**config.mk**
```make
export PLATFORM = sky130hd
export DESIGN_NAME = gpio_mask_port
export DESIGN_NICKNAME = d
export VERILOG_FILES = /design/src/rtl/gpm_pkg.sv /design/src/rtl/gpm_decode.sv /design/src/rtl/gpm_sync.sv /design/src/rtl/gpm_regs.sv /design/src/rtl/gpm_readback.sv /design/src/rtl/gpio_mask_port.sv
export SDC_FILE = /design/constraint.sdc
export NUM_CORES = 1
export LEC_CHECK = 0
export ABC_AREA = 0
export CELL_PAD_IN_SITES_DETAIL_PLACEMENT = 1
export CELL_PAD_IN_SITES_GLOBAL_PLACEMENT = 2
export CORE_ASPECT_RATIO = 0.9
export CORE_UTILIZATION = 31
export CTS_BUF_LIST = sky130_fd_sc_hd__clkbuf_4
export DETAILED_ROUTE_END_ITERATION = 12
export PLACE_DENSITY = 0.9
export SETUP_SLACK_MARGIN = 0.15
export SYNTH_ARGS = -nofsm -noshare
export SYNTH_HDL_FRONTEND = slang
export SYNTH_SLANG_ARGS = --single-unit
```
**constraint.sdc**
```tcl
create_clock -name clk -period 1.8 [get_ports clk]
set_input_delay 0.36 -clock clk [delete_from_list [all_inputs] [get_ports clk]]
set_output_delay 0.36 -clock clk [all_outputs]
set_load 0.005 [all_outputs]
```
**src/rtl/gpm_pkg.sv**
```systemverilog
package gpm_pkg;
  // Classification of one bus access after address decode.
  typedef enum logic [1:0] {
    ACC_NONE = 2'd0,
    ACC_DATA = 2'd1,
    ACC_DIR  = 2'd2,
    ACC_VOID = 2'd3
  } acc_kind_e;
endpackage

```
**src/rtl/gpm_decode.sv**
```systemverilog
module gpm_decode
  import gpm_pkg::*;
#(
  parameter int NPINS  = 8,
  parameter int ADDR_W = 12
) (
  input  logic              bus_sel,
  input  logic              bus_wr,
  input  logic [ADDR_W-1:0] bus_addr,
  output acc_kind_e         kind,
  output logic              wr_en,
  output logic              rd_en,
  output logic [NPINS-1:0]  mask
);
  localparam int WORD_W   = ADDR_W - 2;
  localparam int DIR_WORD = 1 << NPINS;

  logic [WORD_W-1:0] word;
  logic [1:0]        unused_byte_lane;

  assign word             = bus_addr[ADDR_W-1:2];
  assign unused_byte_lane = bus_addr[1:0];
  assign mask             = word[NPINS-1:0];
  assign wr_en            = bus_sel & bus_wr;
  assign rd_en            = bus_sel & ~bus_wr;

  always_comb begin
    kind = ACC_NONE;
    if (bus_sel) begin
      if (word[WORD_W-1:NPINS] == '0) begin
        kind = ACC_DATA;
      end else if (word == WORD_W'(DIR_WORD)) begin
        kind = ACC_DIR;
      end else begin
        kind = ACC_VOID;
      end
    end
  end
endmodule

```
**src/rtl/gpm_sync.sv**
```systemverilog
module gpm_sync #(
  parameter int NPINS  = 8,
  parameter int STAGES = 2
) (
  input  logic             clk,
  input  logic             rst_n,
  input  logic [NPINS-1:0] din,
  output logic [NPINS-1:0] dout
);
  logic [STAGES-1:0][NPINS-1:0] stage_q;

  genvar s;
  generate
    for (s = 0; s < STAGES; s++) begin : g_stage
      logic [NPINS-1:0] stage_d;
      if (s == 0) begin : g_first
        assign stage_d = din;
      end else begin : g_chain
        assign stage_d = stage_q[s-1];
      end
      always_ff @(posedge clk or negedge rst_n) begin
        if (!rst_n) begin
          stage_q[s] <= '0;
        end else begin
          stage_q[s] <= stage_d;
        end
      end
    end
  endgenerate

  assign dout = stage_q[STAGES-1];
endmodule

```
**src/rtl/gpm_regs.sv**
```systemverilog
module gpm_regs
  import gpm_pkg::*;
#(
  parameter int NPINS = 8
) (
  input  logic             clk,
  input  logic             rst_n,
  input  logic             wr_en,
  input  acc_kind_e        kind,
  input  logic [NPINS-1:0] mask,
  input  logic [NPINS-1:0] wdata,
  output logic [NPINS-1:0] dir_q,
  output logic [NPINS-1:0] lat_q
);
  logic             dir_en;
  logic             lat_en;
  logic [NPINS-1:0] dir_d;
  logic [NPINS-1:0] lat_d;
  logic [NPINS-1:0] lat_sel;

  always_comb begin
    dir_en  = wr_en && (kind == ACC_DIR);
    lat_en  = wr_en && (kind == ACC_DATA);
    // Only output pins picked by the address mask take the new value.
    lat_sel = mask & dir_q;
    dir_d   = wdata;
    lat_d   = (lat_q & ~lat_sel) | (wdata & lat_sel);
  end

  always_ff @(posedge clk or negedge rst_n) begin
    if (!rst_n) begin
      dir_q <= '0;
      lat_q <= '0;
    end else begin
      if (dir_en) dir_q <= dir_d;
      if (lat_en) lat_q <= lat_d;
    end
  end
endmodule

```
**src/rtl/gpm_readback.sv**
```systemverilog
module gpm_readback
  import gpm_pkg::*;
#(
  parameter int NPINS = 8
) (
  input  logic             clk,
  input  logic             rst_n,
  input  logic             rd_en,
  input  acc_kind_e        kind,
  input  logic [NPINS-1:0] mask,
  input  logic [NPINS-1:0] dir_q,
  input  logic [NPINS-1:0] lat_q,
  input  logic [NPINS-1:0] sync_q,
  output logic [NPINS-1:0] rdata
);
  logic [NPINS-1:0] pin_view;
  logic [NPINS-1:0] rdata_d;

  genvar b;
  generate
    for (b = 0; b < NPINS; b++) begin : g_view
      assign pin_view[b] = dir_q[b] ? lat_q[b] : sync_q[b];
    end
  endgenerate

  always_comb begin
    unique case (kind)
      ACC_DATA: rdata_d = pin_view & mask;
      ACC_DIR:  rdata_d = dir_q;
      default:  rdata_d = '0;
    endcase
  end

  always_ff @(posedge clk or negedge rst_n) begin
    if (!rst_n) begin
      rdata <= '0;
    end else if (rd_en) begin
      rdata <= rdata_d;
    end
  end
endmodule

```
**src/rtl/gpio_mask_port.sv**
```systemverilog
module gpio_mask_port
  import gpm_pkg::*;
#(
  parameter int NPINS       = 8,
  parameter int ADDR_W      = 12,
  parameter int SYNC_STAGES = 2
) (
  input  logic              clk,
  input  logic              rst_n,
  input  logic              bus_sel,
  input  logic              bus_wr,
  input  logic [ADDR_W-1:0] bus_addr,
  input  logic [NPINS-1:0]  bus_wdata,
  output logic [NPINS-1:0]  bus_rdata,
  input  logic [NPINS-1:0]  pin_in,
  output logic [NPINS-1:0]  pin_out,
  output logic [NPINS-1:0]  pin_oe
);
  logic             rst_meta_q;
  logic             rst_n_sync;
  acc_kind_e        kind;
  logic             wr_en;
  logic             rd_en;
  logic [NPINS-1:0] mask;
  logic [NPINS-1:0] dir_q;
  logic [NPINS-1:0] lat_q;
  logic [NPINS-1:0] sync_q;

  // Asynchronous assertion, synchronous release.
  always_ff @(posedge clk or negedge rst_n) begin
    if (!rst_n) begin
      rst_meta_q <= 1'b0;
      rst_n_sync <= 1'b0;
    end else begin
      rst_meta_q <= 1'b1;
      rst_n_sync <= rst_meta_q;
    end
  end

  gpm_decode #(.NPINS(NPINS), .ADDR_W(ADDR_W)) u_decode (
    .bus_sel  (bus_sel),
    .bus_wr   (bus_wr),
    .bus_addr (bus_addr),
    .kind     (kind),
    .wr_en    (wr_en),
    .rd_en    (rd_en),
    .mask     (mask)
  );

  gpm_sync #(.NPINS(NPINS), .STAGES(SYNC_STAGES)) u_sync (
    .clk   (clk),
    .rst_n (rst_n_sync),
    .din   (pin_in),
    .dout  (sync_q)
  );

  gpm_regs #(.NPINS(NPINS)) u_regs (
    .clk   (clk),
    .rst_n (rst_n_sync),
    .wr_en (wr_en),
    .kind  (kind),
    .mask  (mask),
    .wdata (bus_wdata),
    .dir_q (dir_q),
    .lat_q (lat_q)
  );

  gpm_readback #(.NPINS(NPINS)) u_readback (
    .clk    (clk),
    .rst_n  (rst_n_sync),
    .rd_en  (rd_en),
    .kind   (kind),
    .mask   (mask),
    .dir_q  (dir_q),
    .lat_q  (lat_q),
    .sync_q (sync_q),
    .rdata  (bus_rdata)
  );

  assign pin_out = lat_q;
  assign pin_oe  = dir_q;
endmodule

```
# == Yosys cells after proc, flatten, opt, wreduce, memory -nomap -nowiden ==
# Cells that the tools add are included.
# op_classes
muxes,12
n_reduce_logical,3
n_bitwise,9
eq_ne,3
# op_table
op,count
$and A8 B8 Y8,4
$pmux W8 S2,1
$eq A10 B9 Y1 const B,1
$mux W1,9
$not A8 Y8,1
$or A8 B8 Y8,1
$mux W2,2
$and A1 B1 Y1,2
$eq A2 B1 Y1 const B,1
$eq A2 B2 Y1 const B,1
$logic_and A1 B1 Y1,2
$logic_not A2 Y1,1
$not A1 Y1,1
# totals
register_bits,42
out_inout_bits,24
in_bits,32
elab_cells,34

# == Logic depth before layout (Yosys ltp) ==
# Gate-level depths: netlist of run 1.
# logic_depth
ltp_word,6
depth_mapped,5

# == Cells and area by module ==
# A second synthesis of run 1 with hierarchy kept.
# unflattened
hier_cells,136
hier_area_um2,1759.2
# modules_own_cells
module,n_inst,cells_each,area_each_um2,seq_area_each_um2
gpm_regs,1,43,679.4,400.4
gpm_readback,1,57,513.0,200.2
gpm_sync,1,16,400.4,400.4
gpm_decode,1,17,112.6,0.0
gpio_mask_port,1,3,53.8,50.0

# == Least setup slack after synthesis of run 1 ==
# OpenSTA, ideal clock, no wires.
# synth_timing
path_kind,input-to-reg
from,in bus_addr[8]
to,reg u_regs.dir_q[0]
t_arrival_ps,1307
stages,4
setup_slack_ps,368
n_path_buf,0
required_ps,1675
cell_sequence,nor4b_4 nand3_4 nor2_8 mux2_4
# synth_via
elab_chain_cells,6
# synth_lines
element,line,rtl
from (decl),gpio_mask_port.sv:12,"input logic [ADDR_W-1:0] bus_addr,"
$eq A10 B9 Y1,gpm_decode.sv:32,end else if (word == WORD_W'(DIR_WORD)) begin
$mux W1,gpm_decode.sv:32,
$mux W2,gpm_decode.sv:30,if (word[WORD_W-1:NPINS] == '0) begin
$mux W2,gpm_decode.sv:29,if (bus_sel) begin
$eq A2 B2 Y1,gpm_regs.sv:22,dir_en = wr_en && (kind == ACC_DIR);
$logic_and A1 B1 Y1,gpm_regs.sv:22,
to (signal assigned),gpm_regs.sv:35,if (dir_en) dir_q <= dir_d;
to (decl),gpm_regs.sv:12,"output logic [NPINS-1:0] dir_q,"
# Every way passes these cells.
# A chain may end at the register's enable or synchronous reset.

==> results.yml, run 1 <==
run_status:
  status: "completed"
pwr:
  powerDensity_mw_per_mm2: 673.5
  p_leak_nw: 1.581
  power_mw: 1.798
  p_int_mw: 1.407
  p_comb_share_pct: 10.1
  clock_power_share_pct: 35.2
  p_switching_mw: 0.3902
  pwr-share-seq_pct: 54.7
  vdd_ir_drop_max_v: 0.0003477
  p_sw_share_pct: 21.71
setup_path:
  reg2reg_from: "u_regs.dir_q[6]$_DFFE_PN0P_"
  worst-path-buf-inv: 1
  crit_arrival_ns: 1.26
  startpoint_type: "register"
  path_delay_family: "buffers and inverters"
  cp.required_ns: 1.44
  crit_chain: "clkdlybuf4s50_1"
  cp-end-kind: "output port"
  critPathSlowestCell: "clkdlybuf4s50_1"
  path_class: "reg -> out"
  worst_path_largest_cell_delay_ns: 0.53
  crit_fanout: 2
yosys:
  yosys.area.top_type_share_pct: 63.02
  synth.avg_cell_area_um2: 16.35
  syn_nets: 134
  synth.most_common_cell: "dfrtp_1"
  synthArstFlopShare_pct: 100.0
  syn-cell-area_mm2: 0.001668
  synth_ff_type: "dfrtp_1"
  synth.distinct_cells: 17
  synth_edf_count: 0
  seq_area_frac_synth_pct: 63.02
  synth_top_cell_by_area: "dfrtp_1"
  yosys_warnings: 0
  ys_ff_latch: 42
  netlist_instances: 102
  synthTopCellsByArea: "dfrtp_1, mux2_2, mux2_4, a221o_1, and3_1"
  yosys-top-cells-count: "dfrtp_1, mux2_2"
place:
  dpl-instance-area_mm2: 0.002387
  numPortBuffers: 53
  place_congestion: 0.7832
  hpwl_mm: 3.041
min_path:
  hp-class: "in -> async"
detailed_routing:
  drc: 0
  via_count: 1238
  wl_per_cell_um: 16.35
  firstDrtPassIters: 4
  routed_wl_mm: 4.301
  drt_iter0_drc: 38
  ant_nets: 0
  viasPerCell: 4.707
final_layout:
  n_antenna_cell: 0
  nFillCells: 501
  area_growth_pct: 60.01
  fin_area_mm2: 0.002669
  fin_nets: 229
  final_util_pct: 53.22
  drive_above_1_share_pct: 37.88
global_route:
  grt_pass1_wl_mm: 7.051
  track_usage_pct: 16.80
  grt_max_degree: 24
  grt_pass1_vias: 1356
  grt_overflow: 0
  antenna_found_initial: 0
sta:
  setup_violations: 0
  fin_crit_sh_pct: 90.19
  fin_skew_ns: 0.008607
  rsz0062_at_grt: "false"
  min_period_ns: 1.623
  hold_viol: 0
  max_freq_ghz: 0.6160
  drv_slew: 0
job:
  drv_cap: 0
die:
  dieArea_mm2: 0.005678
  initial_core_util_pct: 33.26
  die_y_um: 71.59
  ios: 56
  die_x_um: 79.32
  core_mm2: 0.005015
  rows: 24
clocking:
  ctsLongestPathBuffers: 2
  cts_sinks: 42
  h-tree-depth: 2
  hold_buffers: 0
  clock-root-buffer: "clkbuf_4"
  insertion_delay_ns: 0.36
  cts_buffers: 5
  clkTransAtPathRegs_ns: 0.12
  cts_tree: "done"
## placed cells by master (no fill, tap or decap), drive strengths merged
cell,netlist,layout
buf,1,36
dlymetal6s2s,0,19
bufinv,0,1
nor3,3,3
a221o,8,8
dfrtp,42,42
clkbuf,0,7
clkdlybuf4s50,0,29
nand3,9,9
nand2b,1,1
dlygate4sd2,0,5
nand2,1,1
and3,8,8
nor2,2,2
nor4b,2,2
mux2,24,24
conb,1,1
## stage by stage
step	hold WS, ns	setup WS (ns)	cells	setup TNS [ns]
floorplan	0.06441	0.3675	102	0
finish	0.1491	0.1765	263	0
CTS	0.1347	0.1455	251	0
detailed placement	0.2539	-0.2707	234	-4.183
global route	0.1357	0.1485	263	0
global placement	0.2193	-0.2367	234	-3.550
## final cells by class
| cell class | count | area [µm²] | area share, % |
|---|---|---|---|
| Clock buffer | 7 | 52.55 | 1.969 |
| Clock inverter | 1 | 30.03 | 1.125 |
| Timing Repair Buffer | 89 | 842.1 | 31.55 |
| Multi-Input combinational cell | 59 | 611.8 | 22.93 |
| Sequential cell | 42 | 1051 | 39.38 |
| Tap cell | 65 | 81.33 | 3.047 |
## power by group through the flow
stage | Combinational (mW) | Clock [mW] | Sequential, mW
after floorplan | 0.0351 | 0 | 1.01
after global placement | 0.173 | 0 | 1.00
after detailed placement | 0.179 | 0 | 1.00
after CTS | 0.179 | 0.647 | 0.985
after global routing | 0.196 | 0.689 | 0.988
final | 0.181 | 0.633 | 0.984
## cells by family (layout without fill, tap and decap cells)
kind of cell           count (synthesis)  in the layout  share of synthesized area [%]
buffers and inverters                  1             97                         0.2998
multiplexers                          24             24                          18.00
other                                  1              1                         0.2248
AND/OR/NAND/NOR                       26             26                          13.65
AO/OA/AOI/OAI                          8              8                          4.801
flip-flops                            42             42                          63.02
## path summary, 6_finish.rpt
| kind | end | slack [ns] | cells past startpoint |
|---|---|---|---|
| setup / recovery | pin_out[1] | 0.18 | 1 |
| hold / removal | rst_meta_q$_DFF_PN0_ | 0.15 | 1 |
| setup reg to reg | u_readback.rdata[6]$_DFFE_PN0P_ | 0.30 | 5 |
| hold reg to reg | u_regs.dir_q[5]$_DFFE_PN0P_ | 0.24 | 1 |
| max in group asynchronous | asynchronous set/reset pin | 1.29 | 1 |
| min in group clk | u_sync.dout[1]$_DFF_PN0_ | 0.36 | 0 |
## layer usage
metal,global-route usage [%],vias up,share of wire (%)
met5,0,-,0
met4,4.848,0,1.6
met3,4.331,6,4.7
met2,26.92,43,48
met1,22.54,622,45
li1,-,567,-
## repair_timing
action,in CTS,in global routing
resized for setup,5,19
setup endpoints to repair,18,30
pin swaps,4,2
setup buffers,9,12
Note: power is estimated with default switching activity, not from simulation.
==> inputs of run 2 (changes only) <==
--- a/config.mk
+++ b/config.mk
@@ -14,6 +14,8 @@
 export DETAILED_ROUTE_END_ITERATION = 12
 export PLACE_DENSITY = 0.9
 export SETUP_SLACK_MARGIN = 0.15
+export SLEW_MARGIN = 20
 export SYNTH_ARGS = -nofsm -noshare
 export SYNTH_HDL_FRONTEND = slang
 export SYNTH_SLANG_ARGS = --single-unit
+export TNS_END_PERCENT = 50
==> run 2 against run 1 <==
Effect of this change:
- clock power is 1% lower
- highest routed layer unchanged
- first-iteration DRC count is 2.6% lower
- sequential power hardly changed
- largest power group unchanged
- register-to-register slack hardly changed
- critical endpoint is now pin_out[5]
==> results.yml, run 2 (synthesized netlist as in run 1, its figures left out) <==
run_status:
  status: "completed"
pwr:
  vdd_ir_drop_max_v: 0.0003298
  p_sw_share_pct: 21.35
  p_switching_mw: 0.3812
  p_comb_share_pct: 9.9
  clock_power_share_pct: 35.0
  p_int_mw: 1.405
  p_leak_nw: 1.385
  pwr-share-seq_pct: 55.1
  powerDensity_mw_per_mm2: 689.5
place:
  numPortBuffers: 53
  dpl.cell_count: 234
  place_congestion: 0.7832
  dpl-instance-area_mm2: 0.002387
  hpwl_mm: 3.041
global_route:
  antenna_found_initial: 0
  track_usage_pct: 16.56
  grt_pass1_wl_mm: 6.969
  grt_max_degree: 24
  grt_overflow: 0
  grt_pass1_vias: 1369
die:
  die_x_um: 79.32
  dieArea_mm2: 0.005678
  ios: 56
  rows: 24
  core_mm2: 0.005015
  initial_core_util_pct: 33.26
  die_y_um: 71.59
setup_path:
  startpoint_type: "register"
  reg2reg_depth: 5
  crit_arrival_ns: 1.26
  cp-end-kind: "output port"
  crit_fanout: 3
  worst_path_largest_cell_delay_ns: 0.51
  worst-path-buf-inv: 1
  cp.required_ns: 1.44
  critPathSlowestCell: "clkdlybuf4s50_1"
  r2r_setup_slack_ns: 0.30
  path_class: "reg -> out"
  crit_cells: 1
  path_delay_family: "buffers and inverters"
  crit_chain: "clkdlybuf4s50_1"
sta:
  max_freq_ghz: 0.6157
  min_period_ns: 1.624
  hold_viol: 0
  fin_crit_sh_pct: 90.23
  rsz0062_at_grt: "true"
  setup_violations: 0
  fin_skew_ns: 0.01093
  drv_slew: 0
clocking:
  hold_buffers: 0
  insertion_delay_ns: 0.36
  cts_tree: "done"
  h-tree-depth: 2
  clkTransAtPathRegs_ns: 0.13
  cts_buffers: 5
  clock-root-buffer: "clkbuf_4"
  ctsLongestPathBuffers: 2
  cts_sinks: 42
final_layout:
  area_growth_pct: 55.29
  nFillCells: 507
  drive_above_1_share_pct: 35.26
  fin_area_mm2: 0.002590
  multi_input_area_um2: 611.8
  finalNonFillerCells: 255
  fin_nets: 221
  n_antenna_cell: 0
  final_common_cell: "dfrtp_1"
  layout_common_cells: "dfrtp_1, clkdlybuf4s50_1, buf_4, mux2_2, dlymetal6s2s_1"
  register_area_mm2: 0.001051
detailed_routing:
  drc: 0
  wl_per_cell_um: 16.57
  ant_nets: 0
  viasPerCell: 4.784
  via_count: 1220
  drt_iter0_drc: 37
  routed_wl_mm: 4.225
  firstDrtPassIters: 4
job:
  drv_cap: 0
min_path:
  hp-class: "in -> async"
## run 2: cell count changes in the layout (fill, tap and decap cells not counted)
cell,previous run,this run
clkdlybuf4s50_1,29,38
buf_4,36,28
dlygate4sd2_1,5,4
dlymetal6s2s_1,19,11
## run 2: area by class of cell
class,count,area share [%]
timing repair buffer,81,29.47
tap,65,3.140
clock inverter,1,1.159
multi-input combinational,59,23.62
clock buffer,7,2.029
sequential,42,40.58
## run 2: repair_timing
action / 4_1_cts / 5_1_grt
resized for setup: 4 / 11
endpoints found under the setup margin: 18 / 31
pin swaps: 4 / 2
setup buffers: 8 / 5
## run 2: layer usage
layer / vias to the layer above / GRT usage, % / share of wire (%)
li1: 552 / - / -
met1: 617 / 21.66 / 44
met2: 43 / 27.11 / 50
met3: 8 / 4.331 / 4.8
met4: 0 / 4.848 / 1.1
met5: - / 0 / 0
## run 2: metrics by stage
step           power (mW)  setup slack [ns]  TNS [ns]  util (%)  hold WS (ns)
3_3_place_gp        1.176           -0.2367    -3.550     47.60        0.2193
3_5_place_dp        1.182           -0.2707    -4.183     47.60        0.2539
6_report            1.786            0.1759         0     51.65        0.1548
2_1_floorplan       1.048            0.3675         0         -       0.06441
4_1_cts             1.810            0.1386         0     50.35        0.1347
5_1_grt             1.875            0.1262         0     51.65        0.1311
## run 2: power groups by stage
stage / combinational (mW) / clock, mW / sequential (mW)
2_1_floorplan: 0.0351 / 0 / 1.01
3_3_place_gp: 0.173 / 0 / 1.00
3_5_place_dp: 0.179 / 0 / 1.00
4_1_cts: 0.178 / 0.647 / 0.985
5_1_grt: 0.191 / 0.695 / 0.988
6_report: 0.177 / 0.625 / 0.984
## run 2: worst paths after layout
check / startpoint / to
setup / recovery: register / pin_out[5]
hold / removal: rst_n / rst_meta_q$_DFF_PN0_
setup reg to reg: u_regs.dir_q[6]$_DFFE_PN0P_ / u_readback.rdata[6]$_DFFE_PN0P_
hold reg to reg: rst_n_sync$_DFF_PN0_ / u_regs.dir_q[5]$_DFFE_PN0P_
max in group asynchronous: rst_n_sync$_DFF_PN0_ / asynchronous set/reset pin
min in group clk: u_sync.g_stage[1].stage_d[3]$_DFF_PN0_ / u_sync.dout[3]$_DFF_PN0_
## run 2: worst reg2reg max path: stages (launching register included)
cell	delay [ns]
dfrtp_1	0.42
buf_4	0.14
buf_4	0.14
mux2_2	0.26
and3_1	0.17
a221o_1	0.27
